File: config.mk
export PLATFORM = sky130hd
export DESIGN_NAME = memattr_table
export DESIGN_NICKNAME = d
export VERILOG_FILES = /design/src/rtl/memattr_pkg.sv /design/src/rtl/memattr_table.sv
export SDC_FILE = /design/constraint.sdc
export NUM_CORES = 2
export LEC_CHECK = 0
export ABC_AREA = 1
export BUFFER_PORTS_ARGS = -buffer_cell sky130_fd_sc_hd__buf_2
export CORE_AREA = 5 5 614 616
export DETAILED_ROUTE_END_ITERATION = 7
export DIE_AREA = 0 0 619 621
export PLACE_DENSITY_LB_ADDON = 0.1
export SETUP_SLACK_MARGIN = 0.3
export SYNTH_ARGS = -nofsm -noshare
export SYNTH_HDL_FRONTEND = slang
export SYNTH_SLANG_ARGS = --single-unit
File: constraint.sdc
create_clock -name clk -period 1.29 [get_ports clk]
set_input_delay 0.258 -clock clk [delete_from_list [all_inputs] [get_ports clk]]
set_output_delay 0.258 -clock clk [all_outputs]
set_load 0.02 [all_outputs]
File: src/rtl/memattr_pkg.sv
package memattr_pkg;

  // attribute word flag positions
  localparam int unsigned FLAG_MAIN     = 0;
  localparam int unsigned FLAG_IO       = 1;
  localparam int unsigned FLAG_RSV      = 2;
  localparam int unsigned FLAG_RD       = 3;
  localparam int unsigned FLAG_WR       = 4;
  localparam int unsigned FLAG_EX       = 5;
  localparam int unsigned FLAG_ALLOC_RD = 9;
  localparam int unsigned FLAG_ALLOC_WR = 10;
  localparam int unsigned FLAG_CACHE_RD = 11;
  localparam int unsigned FLAG_WIDTH_LO = 12;
  localparam int unsigned NUM_WIDTHS    = 7;
  localparam int unsigned FLAG_GRADE_LO = 23;
  localparam int unsigned FLAG_ASIZE_LO = 26;
  localparam int unsigned ATTR_W        = 32;

  typedef enum logic [1:0] {
    KIND_LOAD  = 2'd0,
    KIND_STORE = 2'd1,
    KIND_FETCH = 2'd2,
    KIND_AMO   = 2'd3
  } acc_kind_e;

  typedef enum logic [2:0] {
    CAUSE_NONE      = 3'd0,
    CAUSE_ILLEGAL   = 3'd1,
    CAUSE_PERM      = 3'd2,
    CAUSE_AMO_CLASS = 3'd3,
    CAUSE_AMO_SIZE  = 3'd4
  } fault_cause_e;

  // grade an atomic opcode demands; 4 means no region can grant it
  function automatic logic [2:0] grade_needed(input logic [3:0] op);
    logic [2:0] g;
    if (op == 4'd0)       g = 3'd1;
    else if (op <= 4'd3)  g = 3'd2;
    else if (op <= 4'd8)  g = 3'd3;
    else                  g = 3'd4;
    return g;
  endfunction

  // highest grade a region grants from its three cumulative grade bits
  function automatic logic [2:0] grade_granted(input logic [2:0] bits);
    logic [2:0] g;
    if (bits[2])      g = 3'd3;
    else if (bits[1]) g = 3'd2;
    else if (bits[0]) g = 3'd1;
    else              g = 3'd0;
    return g;
  endfunction

endpackage

File: src/rtl/memattr_table.sv
module memattr_table #(
  parameter int unsigned NUM_REGIONS = 16,
  parameter int unsigned ADDR_W      = 32,
  parameter int unsigned IDX_W       = 4,
  parameter int unsigned CFG_W       = 32
) (
  input  logic                          clk,
  input  logic                          rst_n,
  input  logic                          cfg_we,
  input  logic [IDX_W-1:0]              cfg_idx,
  input  logic [1:0]                    cfg_sel,
  input  logic [CFG_W-1:0]              cfg_wdata,
  output logic [ADDR_W-1:0]             base_o  [NUM_REGIONS],
  output logic [ADDR_W-1:0]             limit_o [NUM_REGIONS],
  output logic [memattr_pkg::ATTR_W-1:0] attr_o [NUM_REGIONS]
);
  import memattr_pkg::*;

  logic [ADDR_W-1:0] base_q  [NUM_REGIONS];
  logic [ADDR_W-1:0] limit_q [NUM_REGIONS];
  logic [ATTR_W-1:0] attr_q  [NUM_REGIONS];

  for (genvar i = 0; i < NUM_REGIONS; i++) begin : g_entry
    logic hit_idx, en_base, en_limit, en_attr;

    // next-state: per-field clock enables
    always_comb begin
      hit_idx  = cfg_we && (cfg_idx == IDX_W'(i));
      en_base  = hit_idx && (cfg_sel == 2'd0);
      en_limit = hit_idx && (cfg_sel == 2'd1);
      en_attr  = hit_idx && (cfg_sel == 2'd2);
    end

    always_ff @(posedge clk or negedge rst_n) begin
      if (!rst_n) begin
        base_q[i]  <= '0;
        limit_q[i] <= '0;
        attr_q[i]  <= '0;
      end else begin
        if (en_base)  base_q[i]  <= cfg_wdata[ADDR_W-1:0];
        if (en_limit) limit_q[i] <= cfg_wdata[ADDR_W-1:0];
        if (en_attr)  attr_q[i]  <= cfg_wdata[ATTR_W-1:0];
      end
    end

    assign base_o[i]  = base_q[i];
    assign limit_o[i] = limit_q[i];
    assign attr_o[i]  = attr_q[i];
  end

  // an attribute write lands in the addressed entry
  assert_cfg_attr_write_R2: assert property (@(posedge clk) disable iff (!rst_n)
    (cfg_we && cfg_sel == 2'd2 && 32'(cfg_idx) < NUM_REGIONS)
      |=> attr_q[$past(cfg_idx)] == $past(cfg_wdata[ATTR_W-1:0]));

  // a base write lands in the addressed entry
  assert_cfg_base_write_R2: assert property (@(posedge clk) disable iff (!rst_n)
    (cfg_we && cfg_sel == 2'd0 && 32'(cfg_idx) < NUM_REGIONS)
      |=> base_q[$past(cfg_idx)] == $past(cfg_wdata[ADDR_W-1:0]));

endmodule

; ---- After elaboration in Yosys (flattened, before gate mapping)
; Cells that the tools add are included.
[op_classes]
n_bitwise = 0
n_mux = 0
order_cmp = 0
div_mod_pow = 0
n_mul = 0
eq_ne = 17
n_shift = 0
add_sub_neg = 0
reduce_logical = 66
[ops]
columns = op, count
row1 = logical AND 1 bit, 64
row2 = "equality test 4 bit, second input constant", 8
row3 = "equality test 4 x 3 -> 1 bit, second input constant", 4
row4 = "equality test 4 x 2 -> 1 bit, second input constant", 2
row5 = "equality test 4 x 1 -> 1 bit, second input constant", 1
row6 = logical NOT 4 bit, 1
row7 = "equality test 2 x 1 -> 1 bit, second input constant", 1
row8 = "equality test 2 bit, second input constant", 1
row9 = logical NOT 2 bit, 1
[word_totals]
input_bits = 41
regBits = 1536
wordCells = 131
n_memories = 0
out_inout_bits = 1536
ramBits = 0
rom_bits = 0
latch_bits = 0

; ---- Logic depth before layout (Yosys ltp)
[logic_depth]
word_depth = 3
depth_mapped = 8
depth_no_buf = 6

; ---- Worst setup path before layout
; OpenSTA, ideal clock, no wires.
[synth_path]
kind = in2reg
startpoint = input port cfg_we
endpoint = register limit_q, in the netlist limit_o[503]
arrival_ps = 1321
stages = 8
path_slack_ps = -149
n_path_buf = 3
path_cell_list = buf_2 nand2_1 nor2_2 buf_4 nand3_1 clkbuf_1 nand2_1 nand2_1
[synth_between]
elab_chain_cells = 2
[synth_rtl]
columns = item, line_no
row1 = "start, declared", memattr_table.sv:9  ; input logic cfg_we,
row2 = logical AND 1 bit, memattr_table.sv:28  ; hit_idx = cfg_we && (cfg_idx == IDX_W'(i));
row3 = logical AND 1 bit, memattr_table.sv:30  ; en_limit = hit_idx && (cfg_sel == 2'd1);
row4 = "end signal, assigned by index", memattr_table.sv:41  ; if (en_limit) limit_q[i] <= cfg_wdata[ADDR_W-1:0];
row5 = "end, declared", memattr_table.sv:20  ; logic [ADDR_W-1:0] limit_q [NUM_REGIONS];
; No other way between the ends.
; A chain may end at the register's enable or synchronous reset.

; ---- Worst setup path after layout
[layout_path]
startpoint = register attr_q, in the netlist attr_o[351]
endpoint = output port attr_o[351] (netlist bit)
[layout_rtl]
columns = item, line_no
row1 = "start, declared", memattr_table.sv:21  ; logic [ATTR_W-1:0] attr_q [NUM_REGIONS];
row2 = "start signal, assigned by index", memattr_table.sv:42  ; if (en_attr) attr_q[i] <= cfg_wdata[ATTR_W-1:0];
row3 = "end, declared", memattr_table.sv:15  ; output logic [memattr_pkg::ATTR_W-1:0] attr_o [NUM_REGIONS]
; No word-level cell between the ends.

==> key figures <==
Global route
  – Routing usage on met2: 34.9%
  – First-pass GRT wire length: about 540 mm
  – GR Util met1: 24.3%
  – Total grt overflow: 0
  – Most Used Layer, Global Route: met2
  – Antenna violations before repair: 53
  – GRT met3 Usage: 4.49%
  – Vias in the first global route: about 59000
  – GRT Resource Usage Total: between 20% and 30%
  – Largest net degree at the start of global routing: 80

Min path
  – Hold endpoint: limit_o[474]
  – Worst Hold Launch: cfg_sel[1]
  – Worst Hold Class: primary input to flop
  – Hold path depth: 5

Clocking
  – Clock latency on the worst-skew pair: between 0.8 and 0.9 ns
  – CTS tree: yes
  – CTS HTree Levels: 4
  – Cts bufs inserted: roughly 200
  – Clock-pin slew on the worst setup and hold paths: 0.06 ns
  – Root Buffer: clkbuf_16
  – Clock Path Buffers: 4
  – Sink Count: 1536

Routing
  – DR DRC count: 0
  – 1st-pass router iterations: 6
  – Initial DRC count: 4383
  – Via/cell ratio: 4.17
  – Vias: 59700
  – Final WL: approximately 410 mm
  – DRT antenna net count: 0
  – Wire length per cell: 28.3 µm

Critical path
  – Reg-to-Reg End: limit_o[60]
  – Crit. End Element: primary output
  – Critical Path RT: 1.03 ns
  – Flop2flop setup slack: slightly above 0.4 ns
  – Critical path's top delay family: flip-flops
  – R2R depth: 4
  – Worst path slowest cell: dfrtp_2
  – CP Max Fanout: 2
  – Setup crit start kind: flop
  – Largest stage delay, worst path: ~0.48 ns
  – Crit Path Class: flop to primary output
  – Crit path DAT: 1.55 ns
  – Worst r2r src: limit_o[60]
  – Worst Path Buf+Inv: 1
  – CP Cell Sequence: buf_12

Power and ir drop
  – Switch share: 33.4%
  – Comb pwr share: 27.0%
  – Switching power: 53.1 mW
  – Max IR drop VDD: 1.06 mV
  – Clock network power share: 35.2%
  – Pwr Density: 1550 nW/µm²
  – P_int: approximately 110 mW
  – Share of power burned in registers: 37.8%
  – LEAKAGE: 53.3 nW

Cells and area
  – Fin cells: 14300
  – Fillers: 39600
  – Commonest cells after routing, fill and taps aside: 2898 x nand2_1, 1534 x buf_6, 1495 x dfrtp_1
  – Fin nets: 9219
  – Fin util: 27.7%
  – Area Overhead vs Synth: 68.8%
  – Share of cells above drive strength 1: 35.4%
  – Most common cell after layout, fill and taps aside: nand2_1

STA
  – Period minus WS final: 1.80 ns
  – Worst slew pin tran: 0.574 ns
  – Fmax: 554 MHz
  – Worst Slack Setup Final: -0.514 ns
  – Rel. slew slack: 61.7%
  – Unrepaired setup endpoints after global routing: true
  – Endpoints failing setup: 1536
  – Hold Fails Final Rpt: 0
  – Final Skew: 0 ns
  – Period utilization: 140%
  – Fin. max-slew vios: 0

Floorplan
  – Initial Util: 16.4%
  – Die width: 619 µm
  – Core area: 371000 µm²
  – Die area: roughly 380000 µm²
  – Rows: around 220
  – Die Y: ~620 µm
  – Io pins: ~1600

Yosys
  – Sequential-to-total area share from yosys stat: between 60% and 70%
  – #FFs+latches synth: 1536
  – Synth unique cells: 14
  – Syn_nets: 6776
  – Mapped Area: 60800 µm²
  – Ys Warns: 0
  – Gate Count Post-Synth: 6735
  – Syn avg cell area: approximately 9 µm²

Place
  – GP Congestion: 0.808
  – DP Cell Count: roughly 13000
  – I/O Buffers: between 1500 and 2000
  – HPWL after DPL: 288 mm

Run
  – Max cap viols: 0

Outcome
  – Failing checks: negative setup slack
  – Status: complete, but fails checks
sequential cells by signal, indices dropped and copies added, names as in the netlist:
name	count
attr_o	512
base_o	512
limit_o	512
power groups by stage:
stage / Clock, mW / Sequential [mW] / Combinational, mW
after detailed placement: 0 / 59.4 / 32.1
final: 55.9 / 60.1 / 43.0
after global routing: 59.4 / 60.6 / 45.4
after CTS: 57.7 / 59.8 / 40.4
after global placement: 0 / 59.4 / 32.0
after floorplan: 0 / 66.3 / 6.56
per-stage QoR:
| stage | cell area, µm² | total power [mW] | worst slack, ns | hold slack [ns] | TNS (ns) |
|---|---|---|---|---|---|
| 2_1_floorplan | 62100 | 72.8 | 0.0163 | -0.0376 | 0 |
| 3_3_place_gp | 80900 | 91.4 | -0.665 | 0.162 | -729.14 |
| 3_5_place_dp | 80900 | 91.5 | -0.671 | 0.171 | -726.24 |
| 4_1_cts | 98000 | 158 | -0.659 | -0.0586 | -751.35 |
| 5_1_grt | 103000 | 165 | -0.605 | 0.0172 | -712.63 |
| 6_report | 103000 | 159 | -0.514 | 0.0541 | -600.67 |
per-layer routing:
metal	vias up	routed length [µm]
met4	4	18400
met1	30300	161000
met5	-	27
met2	2101	200000
li1	26800	-
met3	534	26100
cell families after synthesis:
kind of cell           after synthesis  synth area share (%)
buffers and inverters              705                  4.95
flip-flops                        1536                  63.2
AO/OA/AOI/OAI                      192                  1.58
AND/OR/NAND/NOR                   4302                  30.3
synthesized netlist by cell type:
cell type | instances | area share [%]
inv_1 | 42 | 0.26
dfrtp_1 | 1536 | 63
buf_1 | 35 | 0.22
buf_2 | 178 | 1.5
nand3_2 | 6 | 0.099
clkbuf_1 | 411 | 2.5
o21ai_0 | 192 | 1.6
inv_2 | 2 | 0.012
buf_4 | 37 | 0.46
nand3_1 | 982 | 8.1
nor2_1 | 5 | 0.031
nand2_1 | 2913 | 18
nand4_1 | 384 | 4.0
nor2_2 | 12 | 0.12
area by class of cell:
class,instances,area (µm²),share of cell area (%)
flip-flops and latches,1536,38500,37.5
repair buffers,2903,31400,30.6
multi-input cells,4494,19900,19.4
well taps,4972,6220,6.06
clock buffers,307,5910,5.76
clock inverters,38,432,0.421
inverters,44,185,0.180
diodes,13,32.5,0.0317
how the worst max path moves through the flow:
stage                     start     endpoint  slack [ns]  depth (start not counted)
floorplan            cfg_idx[0]  base_o[418]        0.02                          7
global placement         cfg_we  base_o[203]       -0.67                          9
detailed placement       cfg_we  base_o[208]       -0.67                          9
CTS                 attr_o[351]  attr_o[351]       -0.66                          1
global route        attr_o[351]  attr_o[351]       -0.60                          1
finish              attr_o[351]  attr_o[351]       -0.51                          1
repair_timing:
action / in CTS / in global routing
gates resized for setup: 2503 / 735
buffers inserted: 358 / 341
endpoints found under the setup margin: 1537 / 1752
hold buffers: 38 / 3
hold endpoints to repair: 2516 / 49
pin swaps: 0 / 2
Power figures use the tool's default switching activity.
